**src/rtl/pci_rd_master.sv**
```systemverilog
module pci_rd_master #(
  parameter int CW          = 8,
  parameter int BURST_STYLE = 3
) (
  input  logic          clk,
  input  logic          rst_n,
  input  logic          soft_rst,
  input  logic          start,
  input  logic [31:0]   start_addr,
  input  logic [CW-1:0] word_cnt,
  input  logic          xfer_tx,
  input  logic          cfg_burst,
  input  logic [7:0]    cfg_style,
  input  logic          cfg_memcmd,
  input  logic          cfg_extreq,
  input  logic          halt,
  output logic [31:0]   rdata,
  output logic          rvalid,
  output logic          done,
  output logic          busy,
  output logic          req_n,
  input  logic          gnt_n,
  input  logic          frame_n_i,
  input  logic          irdy_n_i,
  input  logic          devsel_n,
  input  logic          trdy_n,
  input  logic [31:0]   ad_i,
  output logic [31:0]   ad_o,
  output logic          ad_oe,
  output logic [3:0]    cbe_o,
  output logic          cbe_oe,
  output logic          frame_n_o,
  output logic          frame_oe,
  output logic          irdy_n_o,
  output logic          irdy_oe
);

  localparam logic [3:0] CMD_MR  = 4'b0110;
  localparam logic [3:0] CMD_MRL = 4'b1110;
  localparam logic [3:0] CMD_MRM = 4'b1100;
  localparam logic [7:0] STYLE_B = 8'(BURST_STYLE);
  localparam logic [CW-1:0] ONE  = CW'(1);

  typedef enum logic [2:0] {S_IDLE, S_REQW, S_ADDR, S_DATA, S_GAP, S_TURN} st_t;

  st_t          st;
  logic [31:2]  addr_q;
  logic [CW-1:0] rem_q;
  logic         burst_q;
  logic         ext_q;
  logic         halt_q;
  logic [3:0]   cmd_q;
  logic [31:0]  rdata_q;
  logic         rvalid_q;

  logic use_burst, last, accept, bus_free, req_c;
  logic [3:0] cmd_sel;

  assign use_burst = cfg_burst & (xfer_tx | (cfg_style == STYLE_B));
  assign cmd_sel   = !use_burst ? CMD_MR :
                     !xfer_tx   ? CMD_MR :
                     cfg_memcmd ? CMD_MRM : CMD_MRL;
  assign last      = (rem_q == ONE);
  assign accept    = (st == S_DATA) & ~trdy_n & ~devsel_n;
  assign bus_free  = ~gnt_n & frame_n_i & irdy_n_i;

  always_ff @(posedge clk or negedge rst_n) begin
    if (!rst_n) begin
      st       <= S_IDLE;
      addr_q   <= '0;
      rem_q    <= '0;
      burst_q  <= 1'b0;
      ext_q    <= 1'b0;
      halt_q   <= 1'b0;
      cmd_q    <= CMD_MR;
      rdata_q  <= '0;
      rvalid_q <= 1'b0;
    end else if (soft_rst) begin
      st       <= S_IDLE;
      halt_q   <= 1'b0;
      rvalid_q <= 1'b0;
    end else begin
      rvalid_q <= accept;
      if (accept) rdata_q <= ad_i;
      case (st)
        S_IDLE: begin
          halt_q <= 1'b0;
          if (start && word_cnt != '0) begin
            addr_q  <= start_addr[31:2];
            rem_q   <= word_cnt;
            burst_q <= use_burst;
            ext_q   <= cfg_extreq;
            cmd_q   <= cmd_sel;
            st      <= S_REQW;
          end
        end
        S_REQW: begin
          halt_q <= halt_q | halt;
          if (!gnt_n && (halt_q || halt)) st <= S_TURN;
          else if (bus_free)              st <= S_ADDR;
        end
        S_ADDR: st <= S_DATA;
        S_DATA: begin
          if (accept) begin
            addr_q <= addr_q + 30'd1;
            rem_q  <= rem_q - ONE;
            if (last)          st <= S_TURN;
            else if (!burst_q) st <= S_GAP;
          end
        end
        S_GAP:  st <= gnt_n ? S_REQW : S_ADDR;
        S_TURN: st <= S_IDLE;
        default: st <= S_IDLE;
      endcase
    end
  end

  always_comb begin
    req_c = 1'b0;
    case (st)
      S_REQW: req_c = 1'b1;
      S_ADDR: req_c = burst_q ? (ext_q & ~last) : ~last;
      S_DATA: req_c = (burst_q & ~ext_q) ? 1'b0 : ~last;
      S_GAP:  req_c = 1'b1;
      default: req_c = 1'b0;
    endcase
  end

  assign req_n     = ~(req_c & ~soft_rst);
  assign ad_o      = {addr_q, 2'b00};
  assign ad_oe     = (st == S_ADDR);
  assign cbe_o     = (st == S_ADDR) ? cmd_q : 4'b0000;
  assign cbe_oe    = (st == S_ADDR) | (st == S_DATA);
  assign frame_oe  = (st == S_ADDR) | (st == S_DATA) | (st == S_GAP) | (st == S_TURN);
  assign irdy_oe   = frame_oe;
  assign frame_n_o = ~((st == S_ADDR) | ((st == S_DATA) & burst_q & ~last));
  assign irdy_n_o  = ~(st == S_DATA);
  assign done      = (st == S_TURN);
  assign busy      = (st != S_IDLE);
  assign rdata     = rdata_q;
  assign rvalid    = rvalid_q;

endmodule

```
**config.mk**
```make
export PLATFORM = sky130hd
export DESIGN_NAME = pci_rd_master
export DESIGN_NICKNAME = d
export VERILOG_FILES = /design/src/rtl/pci_rd_master.sv
export SDC_FILE = /design/constraint.sdc
export NUM_CORES = 1
export LEC_CHECK = 0
export ABC_AREA = 1
export CAP_MARGIN = 10
export CORE_ASPECT_RATIO = 0.6
export CORE_MARGIN = 1.5
export CORE_UTILIZATION = 45
export CTS_CLUSTER_DIAMETER = 150
export CTS_CLUSTER_SIZE = 14
export DETAILED_ROUTE_END_ITERATION = 10
export DONT_BUFFER_PORTS = 1
export GPL_TIMING_DRIVEN = 0
export PLACE_DENSITY = 0.66
export RECOVER_POWER = 100
export SYNTH_ARGS = -nofsm -noshare
export SYNTH_HDL_FRONTEND = slang
export SYNTH_SLANG_ARGS = --single-unit
```
**constraint.sdc**
```tcl
create_clock -name clk -period 2.9 [get_ports clk]
set_input_delay 0.435 -clock clk [delete_from_list [all_inputs] [get_ports clk]]
set_output_delay 0.435 -clock clk [all_outputs]
set_load 0.01 [all_outputs]
```
; ---- After elaboration in Yosys (flattened, before gate mapping)
; Index checks and enable logic that the tools add are counted.
[classes]
n_addsub = 2
n_mul = 0
n_div = 0
order_cmp = 0
n_eq_ne = 13
n_shift = 0
muxes = 25
bitwise_logic = 25
n_reduce_logical = 14
[ops]
columns = operator, n
row1 = 2-to-1 mux 30 bit, 2
row2 = case mux 30 bit (2 select lines), 1
row3 = adder 30 x 1 -> 30 bit (second input constant), 1
row4 = 2-to-1 mux 3 bit, 7
row5 = 2-to-1 mux 8 bit, 2
row6 = case mux 8 bit (2 select lines), 1
row7 = case mux 3 bit (5 select lines), 1
row8 = 2-to-1 mux 4 bit, 3
row9 = AND 1 bit, 10
row10 = NOT 1 bit, 9
row11 = equality test 8 x 1 -> 1 bit (second input constant), 1
row12 = equality test 8 x 2 -> 1 bit (second input constant), 1
row13 = inequality test 4 bit (second input constant), 2
row14 = AND reduction 4 bit, 2
row15 = nonzero test 8 bit, 1
row16 = subtractor 8 x 1 -> 8 bit (second input constant), 1
row17 = equality test 3 x 2 -> 1 bit (second input constant), 2
row18 = equality test 3 bit (second input constant), 2
row19 = inequality test 3 bit (second input constant), 2
row20 = OR 1 bit, 6
row21 = nonzero test 3 bit, 2
row22 = 2-to-1 mux 1 bit, 4
row23 = 2-to-1 mux 2 bit, 2
row24 = inequality test 2 bit (second input constant), 2
row25 = 11 further kinds, 12
[totals]
ff_bits = 81
latchBits = 0
mem_bits_rw = 0
mem_bits_ro = 0
in_bits = 94
out_inout_bits = 78
wordCells = 88
n_memories = 0

; ---- Longest topological paths before layout
[logic_depth]
word_depth = 7
depth_mapped = 11
ltp_nobuf = 11

; ---- Least setup slack after synthesis
; OpenSTA, ideal clock, no wires.
[synth_path]
kind = register to output
from = register st[0]
to = output port irdy_oe
arrival_time_ns = 1.175
required_ns = 2.465
path_slack_ns = 1.290
stages_incl_launch_ff = 6
path_buffers = 2
path_cell_list = dfrtp_1 -> buf_6 -> inv_1 -> nor3_1 -> nand3b_1 -> buf_4
[synth_between]
word_cells_on_any_way = 7
classes_between = eq/ne: 4 / bitwise: 3
[synth_rtl]
columns = element, line
row1 = "start, declared", 46  ; st_t st;
row2 = "start signal, assigned", 111  ; S_GAP: st <= gnt_n ? S_REQW : S_ADDR;
row3 = equality test 3 bit, -
row4 = named net done, 19  ; output logic done,
row5 = OR 1 bit, 134  ; assign frame_oe = (st == S_ADDR) | (st == S_DATA) | (st == S_GAP) | (st == S_TURN);
row6 = "end, declared", 35  ; output logic irdy_oe
; The timed path passes the listed nets, and every way through them passes these cells.

; ---- Final worst setup path
; Ends and elaborated chain as after synthesis.

==> results.json <==
{
  "outcome": "complete, but fails checks",
  "violations": "max-capacitance violations, max-slew violations",
  "whs_path_depth": 1,
  "power_frac_clock": 0.251,
  "synth_compound_area_frac": 0.0834,
  "die_h_um": 83.5,
  "rsz0062_at_grt": "no",
  "cts_root_buf": "clkbuf_16",
  "p_comb_frac": 0.299,
  "vias_per_cell": 5.24,
  "worstMarginPinSlew_ns": 2.02,
  "cp-start-kind": "register",
  "gr-total-overflow": 0,
  "wirelength_um": 14200,
  "period_needed_ns": 2.46,
  "switching_share": 0.430,
  "post_cts_buffers": 0,
  "synth_common_cells": "nand2_1, nor2_1, dfrtp_1",
  "synth_top_area_share": 0.401,
  "setup_viol": 0,
  "remaining_drc_errors": 0,
  "synth_xor_area_frac": 0.00540,
  "port_buffers": 0,
  "grt_pass1_wl_um": 22700,
  "synthMostInstantiatedCell": "nand2_1",
  "hpwl_um": 10800,
  "synth-seq-cells": 79,
  "r2r_start": "st[0]",
  "synthArstFlopShare": 1.00,
  "first_pass_iters": 7,
  "yosysTopAreaCell": "dfrtp_1",
  "antenna_found_initial": 0,
  "netlist_instances": 741,
  "power.switching_w": 0.00212,
  "synth_flop_cell": "dfrtp_1",
  "synth-edff-count": 0,
  "die_area_um2": 11500,
  "clk_latency_ns": 0.33,
  "post-place-ws_ns": 0.975,
  "path_max_fanout": 8,
  "io_pins": 172,
  "final_net_count": 852,
  "fp.coreArea_um2": 10600,
  "finalSetupTns_ns": 0,
  "yosysWarningCount": 0,
  "synth_area_per_cell_um2": 6.56,
  "seqPwrFrac": 0.450,
  "worst-r2r-cell-count": 8,
  "rrSetupSlack_ns": 0.51,
  "wl_per_cell_um": 15.8,
  "powerDensity_nw_per_um2": 929,
  "synth_area_leaders": "dfrtp_1, nand2_1, nor2_1",
  "drv_cap": 1,
  "grt_pass1_vias": 4446,
  "h-tree-depth": 3,
  "crit_path_end_kind": "primary output",
  "synth_top_family_by_area": "simple AND/OR/NAND/NOR gates",
  "grt_max_degree": 80,
  "diodes": 0,
  "drt_iter0_drc": 321,
  "worst_slack_ns": 0.436,
  "syn2layout_area_growth_pct": 9.24,
  "routed-via-count": 4707,
  "cts_tree": "done",
  "max_freq_mhz": 406,
  "vdd_drop_max_v": 0.000375,
  "drive_above_1_share": 0.0632,
  "clkSinkCount": 79,
  "relSlewSlack": -0.344,
  "die-width_um": 137,
  "grt.total_usage": 0.256,
  "synthAdderAreaFrac": 0.00772,
  "internal-power_w": 0.00281,
  "rows": 29,
  "final_max_slew_viol_count": 80,
  "cts_buffers": 9,
  "crit_type": "register to primary output",
  "ys_seq_area_frac": 0.407,
  "synth_cell_types": 36,
  "synth_mux_area_frac": 0.00206,
  "syn-cell-area_um2": 4860,
  "yosys.area_share.simple": 0.406,
  "fin_skew_ns": 0.00620,
  "cp.arrival_ns": 2.03,
  "power.leakage_nw": 2.66,
  "postCtsHoldBufs": 1,
  "clock_path_buffers": 2,
  "hold_start": "cfg_memcmd",
  "start_util": 0.461,
  "ant_nets": 0,
  "holdPathEnd": "cmd_q[1]",
  "gp_congestion": 0.938,
  "hp-class": "input port to register",
  "ctsResizeCount": 0,
  "crit_required_ns": 2.47,
  "clk_pin_slew_ns": 0.06,
  "hold_viol_final": 0,
  "min_period_over_period": 0.850,
  "worstReg2RegEnd": "addr_q[22]"
}
## power by group through the flow
stage / logic [W] / registers, W / clock network, W
floorplan: 0.00119 / 0.00205 / 0
global placement: 0.00142 / 0.00222 / 0
detailed placement: 0.00146 / 0.00223 / 0
CTS: 0.00150 / 0.00222 / 0.00127
global route: 0.00172 / 0.00229 / 0.00130
finish: 0.00148 / 0.00222 / 0.00124
## flip-flops by register name, indices dropped and copies added (netlist names)
register / flops
rdata: 32
halt_q: 1
addr_q: 30
burst_q: 1
ext_q: 1
cmd_q: 2
rem_q: 8
st: 3
rvalid: 1
## how the worst max path moves through the flow
stage | startpoint | end | slack [ns] | cells after the start
after floorplan | st[0] | irdy_oe | 1.29 | 5
after global placement | addr_q[3] | addr_q[18] | 1.02 | 10
after detailed placement | addr_q[3] | addr_q[24] | 0.97 | 10
after CTS | st[2] | cbe_o[3] | 0.69 | 5
after global routing | st[0] | rem_q[1] | 0.28 | 7
final | st[0] | irdy_oe | 0.44 | 5
## layout make-up
| type | count | area, um2 |
|---|---|---|
| Multi-Input combinational cell | 570 | 2430 |
| Buffer | 30 | 158 |
| Clock buffer | 11 | 243 |
| Clock inverter | 5 | 81.3 |
| Inverter | 64 | 240 |
| Sequential cell | 79 | 1980 |
| Tap cell | 139 | 174 |
| Fill cell | 1090 | 5250 |
| Timing Repair Buffer | 1 | 5.00 |
## per-stage QoR
stage	cell area, um2	hold WS [ns]	total power [W]	instances	util
6_report	5310	0.153	0.00494	899	0.503
5_1_grt	5310	0.142	0.00532	899	0.503
4_1_cts	5400	0.0183	0.00499	899	0.511
3_5_place_dp	5040	0.141	0.00370	882	0.478
3_3_place_gp	5040	0.142	0.00363	882	0.478
2_1_floorplan	4870	0.139	0.00323	743	-
## cell usage in the layout (no fill, tap or decap), drive strengths merged, types with 4 or more instances in the layout
cell type / Yosys / final
nand2: 314 / 314
nor2: 109 / 109
dfrtp: 78 / 78
inv: 64 / 64
nand3: 50 / 50
o21ai: 39 / 39
clkbuf: 6 / 27
a21oi: 22 / 22
buf: 24 / 15
nor3: 5 / 5
o21bai: 4 / 4
## cell families after synthesis
group	count (synthesis)
compound gates	72
xor+xnor	3
fa+ha+maj	3
buf+inv	94
flops	79
mux	1
other cells	1
simple gates	488
## worst max-delay path, cell delays in order (launching register included)
cell and delay, ns:
dfrtp_1 0.32, clkbuf_1 0.29, inv_1 0.11, nor3_1 0.52
nand3b_1 0.28, clkbuf_1 0.18
## per-layer routing
| layer | vias up | GRT usage | wire (um) |
|---|---|---|---|
| met5 | - | 0 | 0 |
| met2 | 179 | 0.384 | 6100 |
| met3 | 8 | 0.0826 | 1270 |
| met4 | 0 | 0.0651 | 118 |
| met1 | 2193 | 0.357 | 6690 |
| li1 | 2327 | - | - |
Note: power is estimated with default switching activity, not from simulation.
